==> config.mk <==
export PLATFORM = sky130hd
export DESIGN_NAME = lane_coalescer
export DESIGN_NICKNAME = d
export VERILOG_FILES = /design/src/rtl/coal_pkg.sv /design/src/rtl/coal_first_set.sv /design/src/rtl/coal_line_match.sv /design/src/rtl/lane_coalescer.sv
export SDC_FILE = /design/constraint.sdc
export NUM_CORES = 2
export LEC_CHECK = 0
export BUFFER_PORTS_ARGS = -buffer_cell sky130_fd_sc_hd__buf_2
export CAP_MARGIN = 15
export CORE_AREA = 8 8 431 433
export CTS_BUF_LIST = sky130_fd_sc_hd__clkbuf_4 sky130_fd_sc_hd__clkbuf_8
export CTS_CLUSTER_DIAMETER = 120
export DETAILED_ROUTE_END_ITERATION = 8
export DIE_AREA = 0 0 439 441
export GPL_TIMING_DRIVEN = 0
export MAX_ROUTING_LAYER = met4
export PLACE_DENSITY = 0.61
export SYNTH_ARGS = -nofsm -noshare
export SYNTH_HDL_FRONTEND = slang
export SYNTH_SLANG_ARGS = --single-unit
==> constraint.sdc <==
create_clock -name clk -period 5.74 [get_ports clk]
set_input_delay 0.287 -clock clk [delete_from_list [all_inputs] [get_ports clk]]
set_output_delay 0.287 -clock clk [all_outputs]
set_load 0.005 [all_outputs]
==> src/rtl/coal_pkg.sv <==
package coal_pkg;
    localparam int COAL_LANES      = 32;
    localparam int COAL_AW         = 32;
    localparam int COAL_LINE_BYTES = 128;
endpackage

==> src/rtl/coal_first_set.sv <==
module coal_first_set #(
    parameter int N  = 32,
    localparam int IW = (N > 1) ? $clog2(N) : 1
) (
    input  logic [N-1:0]  vec,
    output logic          found,
    output logic [IW-1:0] idx
);
    always_comb begin
        found = 1'b0;
        idx   = '0;
        for (int i = N - 1; i >= 0; i--) begin
            if (vec[i]) begin
                found = 1'b1;
                idx   = IW'(i);
            end
        end
    end
endmodule

==> src/rtl/coal_line_match.sv <==
module coal_line_match #(
    parameter int LANES = 32,
    parameter int LW    = 25,
    parameter int IW    = 5
) (
    input  logic [LANES*LW-1:0] lines,
    input  logic [LANES-1:0]    pending,
    input  logic [IW-1:0]       leader,
    output logic [LW-1:0]       line,
    output logic [LANES-1:0]    mask
);
    assign line = lines[LW*leader +: LW];

    for (genvar i = 0; i < LANES; i++) begin : g_cmp
        assign mask[i] = pending[i] && (lines[i*LW +: LW] == line);
    end
endmodule

==> src/rtl/lane_coalescer.sv <==
module lane_coalescer
    import coal_pkg::*;
#(
    parameter int LANES      = COAL_LANES,
    parameter int AW         = COAL_AW,
    parameter int LINE_BYTES = COAL_LINE_BYTES,
    localparam int OFS = $clog2(LINE_BYTES),
    localparam int LW  = AW - OFS,
    localparam int IW  = (LANES > 1) ? $clog2(LANES) : 1,
    localparam int CW  = $clog2(LANES + 1)
) (
    input  logic                clk,
    input  logic                rst_n,
    input  logic                batch_valid,
    output logic                batch_ready,
    input  logic [LANES-1:0]    lane_active,
    input  logic [LANES*AW-1:0] lane_addr,
    output logic                req_valid,
    input  logic                req_ready,
    output logic [AW-1:0]       req_line,
    output logic [LANES-1:0]    req_mask,
    output logic                done,
    output logic [CW-1:0]       done_count
);
    typedef struct packed {
        logic [LANES-1:0]    pending;
        logic [LANES*LW-1:0] lines;
        logic [CW-1:0]       cnt;
        logic                done;
        logic [CW-1:0]       done_cnt;
    } state_t;

    state_t state_d, state_q;

    logic [LANES*LW-1:0]  lines_in;
    logic [LANES*OFS-1:0] lane_ofs_unused;
    logic                 leader_found;
    logic [IW-1:0]        leader_idx;
    logic [LW-1:0]        match_line;
    logic [LANES-1:0]     match_mask;

    // Only the line part of each address is kept; the byte offset inside the line is dropped
    for (genvar i = 0; i < LANES; i++) begin : g_split
        assign lines_in[i*LW +: LW]          = lane_addr[i*AW+OFS +: LW];
        assign lane_ofs_unused[i*OFS +: OFS] = lane_addr[i*AW +: OFS];
    end

    coal_first_set #(.N(LANES)) u_first (
        .vec   (state_q.pending),
        .found (leader_found),
        .idx   (leader_idx)
    );

    coal_line_match #(.LANES(LANES), .LW(LW), .IW(IW)) u_match (
        .lines   (state_q.lines),
        .pending (state_q.pending),
        .leader  (leader_idx),
        .line    (match_line),
        .mask    (match_mask)
    );

    assign batch_ready = ~|state_q.pending;
    assign req_valid   = leader_found;
    assign req_line    = {match_line, {OFS{1'b0}}};
    assign req_mask    = match_mask;
    assign done        = state_q.done;
    assign done_count  = state_q.done_cnt;

    always_comb begin
        state_d      = state_q;
        state_d.done = 1'b0;
        if (batch_valid && batch_ready) begin
            state_d.pending = lane_active;
            state_d.lines   = lines_in;
            state_d.cnt     = '0;
            if (lane_active == '0) begin
                state_d.done     = 1'b1;
                state_d.done_cnt = '0;
            end
        end else if (req_valid && req_ready) begin
            state_d.pending = state_q.pending & ~match_mask;
            state_d.cnt     = state_q.cnt + CW'(1);
            if (state_d.pending == '0) begin
                state_d.done     = 1'b1;
                state_d.done_cnt = state_q.cnt + CW'(1);
            end
        end
    end

    always_ff @(posedge clk or negedge rst_n) begin
        if (!rst_n) state_q <= '0;
        else        state_q <= state_d;
    end

    AST_REQ_HOLD: assert property (@(posedge clk) disable iff (!rst_n)
        req_valid && !req_ready |=> req_valid && $stable(req_line) && $stable(req_mask));
    AST_MASK_LIVE: assert property (@(posedge clk) disable iff (!rst_n)
        req_valid |-> (req_mask != '0) && ((req_mask & ~state_q.pending) == '0));
    AST_READY_IDLE: assert property (@(posedge clk) disable iff (!rst_n)
        batch_ready |-> !req_valid);
    AST_DONE_IDLE: assert property (@(posedge clk) disable iff (!rst_n)
        done |-> batch_ready);
    AST_COUNT_BOUND: assert property (@(posedge clk) disable iff (!rst_n)
        done |-> done_count <= CW'(LANES));
    AST_SERVED_DROP: assert property (@(posedge clk) disable iff (!rst_n)
        req_valid && req_ready |=> (state_q.pending & $past(req_mask)) == '0);
endmodule

# --- Word-level counts from Yosys, hierarchy flattened ---
# Cells that the tools add are included.
classes:
  reduce_logical: 41
  multipliers: 1
  n_addsub: 1
  shift: 1
  mux: 70
  n_eq_ne: 33
  bitwise_logic: 2
ops:
  columns: ["operator", "n"]
  rows:
  - ["$eq A25 B25 Y1", 32]
  - ["$shiftx A800 B11 Y25", 1]
  - ["$mux W5", 32]
  - ["$logic_not A32 Y1", 2]
  - ["$mux W32", 2]
  - ["$logic_and A1 B1 Y1", 34]
  - ["$and A32 B32 Y32", 1]
  - ["$mux W1", 32]
  - ["$not A32 Y32", 1]
  - ["$reduce_or A32 Y1", 1]
  - ["$mux W13", 2]
  - ["$mux W7", 2]
  - ["$mul A5 B5 Y10 const A", 1]
  - ["$add A6 B1 Y6 const B", 1]
  - ["$reduce_bool A2 Y1", 2]
  - ["$reduce_and A3 Y1", 1]
  - ["$ne A2 B1 Y1 const B", 1]
  - ["$logic_not A1 Y1", 1]
word_totals:
  elab_cells: 154
  ff_bits: 845
  out_inout_bits: 73

# --- Logic depth before layout (Yosys ltp) ---
depth:
  depth_word: 42
  depth_mapped: 24
  mapped_depth_nobuf: 17

# --- By module ---
# Synthesis repeated with hierarchy kept, for this count alone.
hier_totals:
  hier_cells: 6139
  hier_area_um2: 52150.0
by_module_without_submodules:
  columns: ["mod", "cells_per_inst", "area_per_inst_um2", "n_inst"]
  rows:
  - ["lane_coalescer", 3630, 32776.4, 1]
  - ["coal_line_match", 2444, 19003.2, 1]
  - ["coal_first_set", 65, 370.4, 1]

# --- Worst setup path after synthesis ---
# Ideal clock, no wire load.
synth_timing:
  path_type: "register to register"
  from: "reg state_q[839] (netlist bit)"
  to: "reg, netlist name done_count[0]"
  path_stages_with_launch: 18
  t_arrival_ns: 5.391
  setup_slack_ns: 0.221
  setup_ns: 0.128
  path_cell_list: "dfrtp_1 or4_1 nand4b_1 o41ai_1 nand2_2 a21o_1 o2111ai_1 and4b_1 nand2_1 buf_1 buf_1 xnor2_1 nand3_1 nor4_1 o2bb2ai_1 nor4_1 nand4_2 mux2_1"
synth_via:
  elab_chain_cells: 36
synth_rtl:
  columns: ["element", "line", "rtl"]
  rows:
  - ["start: declaration", "lane_coalescer.sv:33", "state_t state_d, state_q;"]
  - ["start signal: assignment", "lane_coalescer.sv:92", "else state_q <= state_d;"]
  - ["$mux W5 * (27 in series)", "coal_first_set.sv:13", "if (vec[i]) begin"]
  - ["$mul A5 B5 Y10 *", "coal_line_match.sv:12", "assign line = lines[LW*leader +: LW];"]
  - ["$shiftx A800 B11 Y25 *", "coal_line_match.sv:12", null]
  - ["named net req_line[30]", "lane_coalescer.sv:20", "output logic [AW-1:0] req_line,"]
  - ["$eq A25 B25 Y1", "coal_line_match.sv:15", "assign mask[i] = pending[i] && (lines[i*LW +: LW] == line);"]
  - ["$logic_and A1 B1 Y1", "coal_line_match.sv:15", null]
  - ["$not A32 Y32 *", "lane_coalescer.sv:81", "state_d.pending = state_q.pending & ~match_mask;"]
  - ["$and A32 B32 Y32 *", "lane_coalescer.sv:81", null]
  - ["$logic_not A32 Y1 *", "lane_coalescer.sv:83", "if (state_d.pending == '0) begin"]
  - ["$reduce_bool A2 Y1 (no line) *", null, null]
  - ["$reduce_and A3 Y1 (no line) *", null, null]
# The timed path passes the listed nets; every way through them passes the cells marked *.
# A chain may end at the register's enable or synchronous reset.

# --- Final worst setup path ---
layout_timing:
  from: "reg state_q[820] (netlist bit)"
  to: "out req_mask[8]"
layout_via:
  elab_chain_cells: 12
layout_rtl:
  columns: ["element", "line", "rtl"]
  rows:
  - ["$mux W5 (8 in series)", "coal_first_set.sv:13", null]
  - ["$mul A5 B5 Y10", "coal_line_match.sv:12", null]
  - ["$shiftx A800 B11 Y25", "coal_line_match.sv:12", null]
  - ["$eq A25 B25 Y1", "coal_line_match.sv:15", null]
  - ["$logic_and A1 B1 Y1", "coal_line_match.sv:15", null]
  - ["end: declaration", "lane_coalescer.sv:21", "output logic [LANES-1:0] req_mask,"]
# No other way between the ends.

==> impl_metrics.yaml <==
run_status:
  run_status: "complete, but fails checks"
  violated_checks: "design-rule violations, negative setup slack"
timing:
  holdWs_ns: 0.06121
  report.final.slew_viol_count: 0
  slew_at_the_pin_closest_to_its_max_slew_limit_ns: 1.246
  worst_clock_skew_ns: 0.06480
  upper_clock_frequency_limit_ghz: 0.1478
  hold_viol: 0
  layout_min_cycle_time_ns: 6.768
  rsz0062_at_grt: "true"
  final.setup.worst_slack_ns: -1.028
  timing.slew.headroom_pct: 16.96
  final_min_period_over_clock_period_pct: 117.9
  finalSetupTns_ns: -35.08
  setup_viols_final: 49
power:
  power.ir.vdd_worst_mv: 0.4583
  p_leak_nw: 39.21
  clkPwrFrac_pct: 16.1
  comb_power_share_pct: 68.0
  pwr_density_cell_mw_per_mm2: 491.1
  internal-power_mw: 20.85
  switchingPower_mw: 20.81
  p_sw_share_pct: 49.95
  pwr-share-seq_pct: 15.9
routing:
  post-route-drc-count: 3
  iteration_count_of_the_initial_detailed_routing_pass: 9
  detail_route.wl_per_cell_um: 46.35
  ratio_of_routed_vias_to_standard_cells: 5.975
  drt_iter0_markers: 7781
  num_vias: 57316
  antenna_violating_nets_post_route: 0
  routed_wirelength_mm: 444.6
global_route:
  grt_max_degree: 118
  globalRouteOverflowTotal: 0
  track_usage_pct: 45.16
  grt_first_pass_wirelength_mm: 560.9
  vias_in_the_first_global_route: 56765
  grt_antenna_before_repair: 67
cells_and_area:
  fraction_of_layout_cells_with_a_size_suffix_above_1_pct: 49.53
  num-fill-cells: 15938
  final_util_pct: 47.34
  flow.area_growth_from_synthesis_pct: 69.21
  num-nets-final: 8103
cts:
  cts_sinks: 845
  clk_transition_reported_paths_ns: 0.07
  clock_tree.buffer_depth: 3
  insertion_delay_ns: 1.02
  clock_tree_from_tritoncts: "done"
  cts_max_level: 4
  cts_inserted_buffers: 157
  clock-root-buffer: "sky130_fd_sc_hd__clkbuf_8"
floorplanning:
  row_cnt: 156
  core_region_area_mm2: 0.1792
  die-area_mm2: 0.1936
  dieHeight_um: 441
  floorplan.die.width_um: 439
  initial_core_util_pct: 27.98
  io-pin-count: 1133
critical_path:
  critical_path_required_ns: 5.45
  worst_path_most_repeated_cell: "sky130_fd_sc_hd__buf_6"
  cp.buffers_inverters: 10
  crit_path_capture_type: "output port"
  reg2regPathDepth: 25
  setup.worst_path.class: "reg2out"
  timing.critical_path.slowest_stage_cell: "sky130_fd_sc_hd__nor4_4"
  worst_setup_start_kind: "flip-flop"
  cp_cell_sequence: "nor2b_2 > o21ai_2 > a21oi_4 > o21ai_4 > buf_8 > buf_6 > clkbuf_4 > buf_8 > buf_12 > a21boi_0 > o21ai_1 > o2111ai_4 > nor4_4 > buf_4 > buf_12 > buf_4 > xnor2_1 > nor4_2 > nand4_1 > nor4_4 > buf_6 > and2_4 > buf_6"
  cp.arrival_ns: 6.48
  cp_max_fo: 10
  cpPeakStageDelay_ns: 0.49
  critical_path.top_delay_family: "simple AND/OR/NAND/NOR gates"
  critical_path_cell_count: 23
logic_synthesis:
  ys_ff_latch: 845
  yosys.area_share.adder_pct: 0.02496
  synth_mux_area_share_pct: 21.61
  yosys.area_share.xor_xnor_pct: 12.82
  main_combinational_cell_family_by_area_after_synthesis: "multiplexers"
  synthFlopType: "sky130_fd_sc_hd__dfrtp_1"
  yosysSeqAreaShare_pct: 42.18
  synth-edff-count: 0
  synthesized_area_per_cell_um2: 11.17
  synth.yosys.warnings: 0
  yosys-top-cells-count: "sky130_fd_sc_hd__dfrtp_1, sky130_fd_sc_hd__mux2_2, sky130_fd_sc_hd__xnor2_1"
  synth_largest_type_area_fraction_pct: 42.18
  synth-async-reset-ratio_pct: 100.0
  yosysMostFrequentCell: "sky130_fd_sc_hd__dfrtp_1"
  yosys.area.top_type: "sky130_fd_sc_hd__dfrtp_1"
  synth_top_cells_by_area: "sky130_fd_sc_hd__dfrtp_1, sky130_fd_sc_hd__mux2_2, sky130_fd_sc_hd__xnor2_1"
  compound_gate_portion_of_the_synthesized_area_pct: 9.916
  synthDistinctLibCells: 93
  post_synth_inst_count: 4489
  synth_simple_gate_area_share_pct: 9.447
  synthesis.area_mm2: 0.05013
place:
  place_ws_ns: -4.897
  finalWeightedCongestion: 1.107
  portBuffers: 901
  post-dp-hpwl_mm: 328.4
hold_path:
  min-delay-path-class: "in2reg"
  holdPathStages: 3
job:
  cap_violations: 0
state kept, by name (all words and copies together) (netlist names):
name        flops
done_count      6
done            1
state_q       838
area by class of cell:
cell class	instances	area (µm²)	area share, %
multi-input cells	3222	32040	37.77
diodes	65	162.7	0.1918
repair buffers	2395	20480	24.15
flip-flops and latches	845	21170	24.96
inverters	90	365.4	0.4307
clock buffers	228	2844	3.353
clock inverters	46	608.1	0.7169
plain buffers	331	4185	4.934
well taps	2370	2965	3.496
through the flow:
step	total power [mW]	cell area (µm²)	cells
2_1_floorplan	14.11	50150	4495
3_3_place_gp	23.41	57630	7766
3_5_place_dp	24.16	58880	7831
4_1_cts	37.59	81060	9345
5_1_grt	41.30	84780	9574
6_report	41.66	84820	9592
worst paths after layout:
check / from / to / slack, ns
setup / recovery: state_q[820]$_DFFE_PN0P_ / req_mask[8] / -1.03
hold / removal: lane_addr[524] / state_q[418]$_DFFE_PN0P_ / 0.06
setup reg to reg: state_q[839]$_DFFE_PN0P_ / done_count[2]$_DFFE_PN0P_ / -0.96
hold reg to reg: state_q[12]$_DFFE_PN0P_ / state_q[12]$_DFFE_PN0P_ / 0.50
max in group asynchronous: rst_n / state_q[499]$_DFFE_PN0P_ / 3.19
min in group asynchronous: rst_n / state_q[783]$_DFFE_PN0P_ / 0.52
tightest hold or removal path, cell delays in order:
cell	delay [ns]
sky130_fd_sc_hd__dlygate4sd3_1	0.52
sky130_fd_sc_hd__buf_2	0.10
sky130_fd_sc_hd__mux2_2	0.13
cells by family after synthesis:
| kind of cell | count (synthesis) |
|---|---|
| muxes | 952 |
| DFF | 845 |
| and+or+nand+nor | 814 |
| xor gates and xnor gates | 734 |
| AOI/OAI and AO/OA | 714 |
| buffers and inverters | 428 |
| adders and majority gates | 1 |
| other | 1 |
routing by layer:
metal	vias to the layer above	wire length (µm)	track usage, %
met5	-	0	-
met1	28917	160900	51.11
met2	5053	182000	63.19
met4	0	47210	35.75
li1	21526	-	-
met3	1820	54430	17.90
power groups by stage:
stage | sequential, mW | combinational (mW) | clock [mW]
after detailed placement | 6.67 | 17.5 | 0
final | 6.64 | 28.3 | 6.71
after global placement | 6.67 | 16.7 | 0
after floorplan | 6.45 | 7.66 | 0
after CTS | 6.60 | 24.3 | 6.71
after global routing | 6.62 | 27.7 | 6.99
what timing repair did:
action / in CTS / in global routing
setup endpoints to repair: 655 / 184
hold buffers: 836 / 0
gates cloned: 11 / 3
pin swaps: 243 / 199
setup buffers: 398 / 194
hold endpoints to repair: 1099 / 0
gates resized for setup: 1444 / 436
placed cells by master (no fill, tap or decap), types with 42 or more instances in the layout:
cell                            count
sky130_fd_sc_hd__inv_1             73
sky130_fd_sc_hd__and3_1           106
sky130_fd_sc_hd__clkbuf_1          88
sky130_fd_sc_hd__mux2i_4           44
sky130_fd_sc_hd__nand3_1           99
sky130_fd_sc_hd__clkbuf_4          66
sky130_fd_sc_hd__o21ai_0          140
sky130_fd_sc_hd__nand4_1           76
sky130_fd_sc_hd__dfrtp_1          825
sky130_fd_sc_hd__buf_12           153
sky130_fd_sc_hd__dlygate4sd3_1    835
sky130_fd_sc_hd__xnor2_2           42
sky130_fd_sc_hd__buf_16            70
sky130_fd_sc_hd__buf_2            886
sky130_fd_sc_hd__clkbuf_8         198
sky130_fd_sc_hd__buf_8             68
sky130_fd_sc_hd__a21boi_0          44
sky130_fd_sc_hd__nor4_2            42
sky130_fd_sc_hd__a21oi_1           48
sky130_fd_sc_hd__mux2i_1           54
sky130_fd_sc_hd__nor2_1            50
sky130_fd_sc_hd__buf_6            135
sky130_fd_sc_hd__xor2_1           210
sky130_fd_sc_hd__nor4_4            64
sky130_fd_sc_hd__nand2_1          140
sky130_fd_sc_hd__xnor2_1          449
sky130_fd_sc_hd__mux2_2           803
sky130_fd_sc_hd__diode_2           65
sky130_fd_sc_hd__buf_4            413
Note: power is estimated with default switching activity, not from simulation.
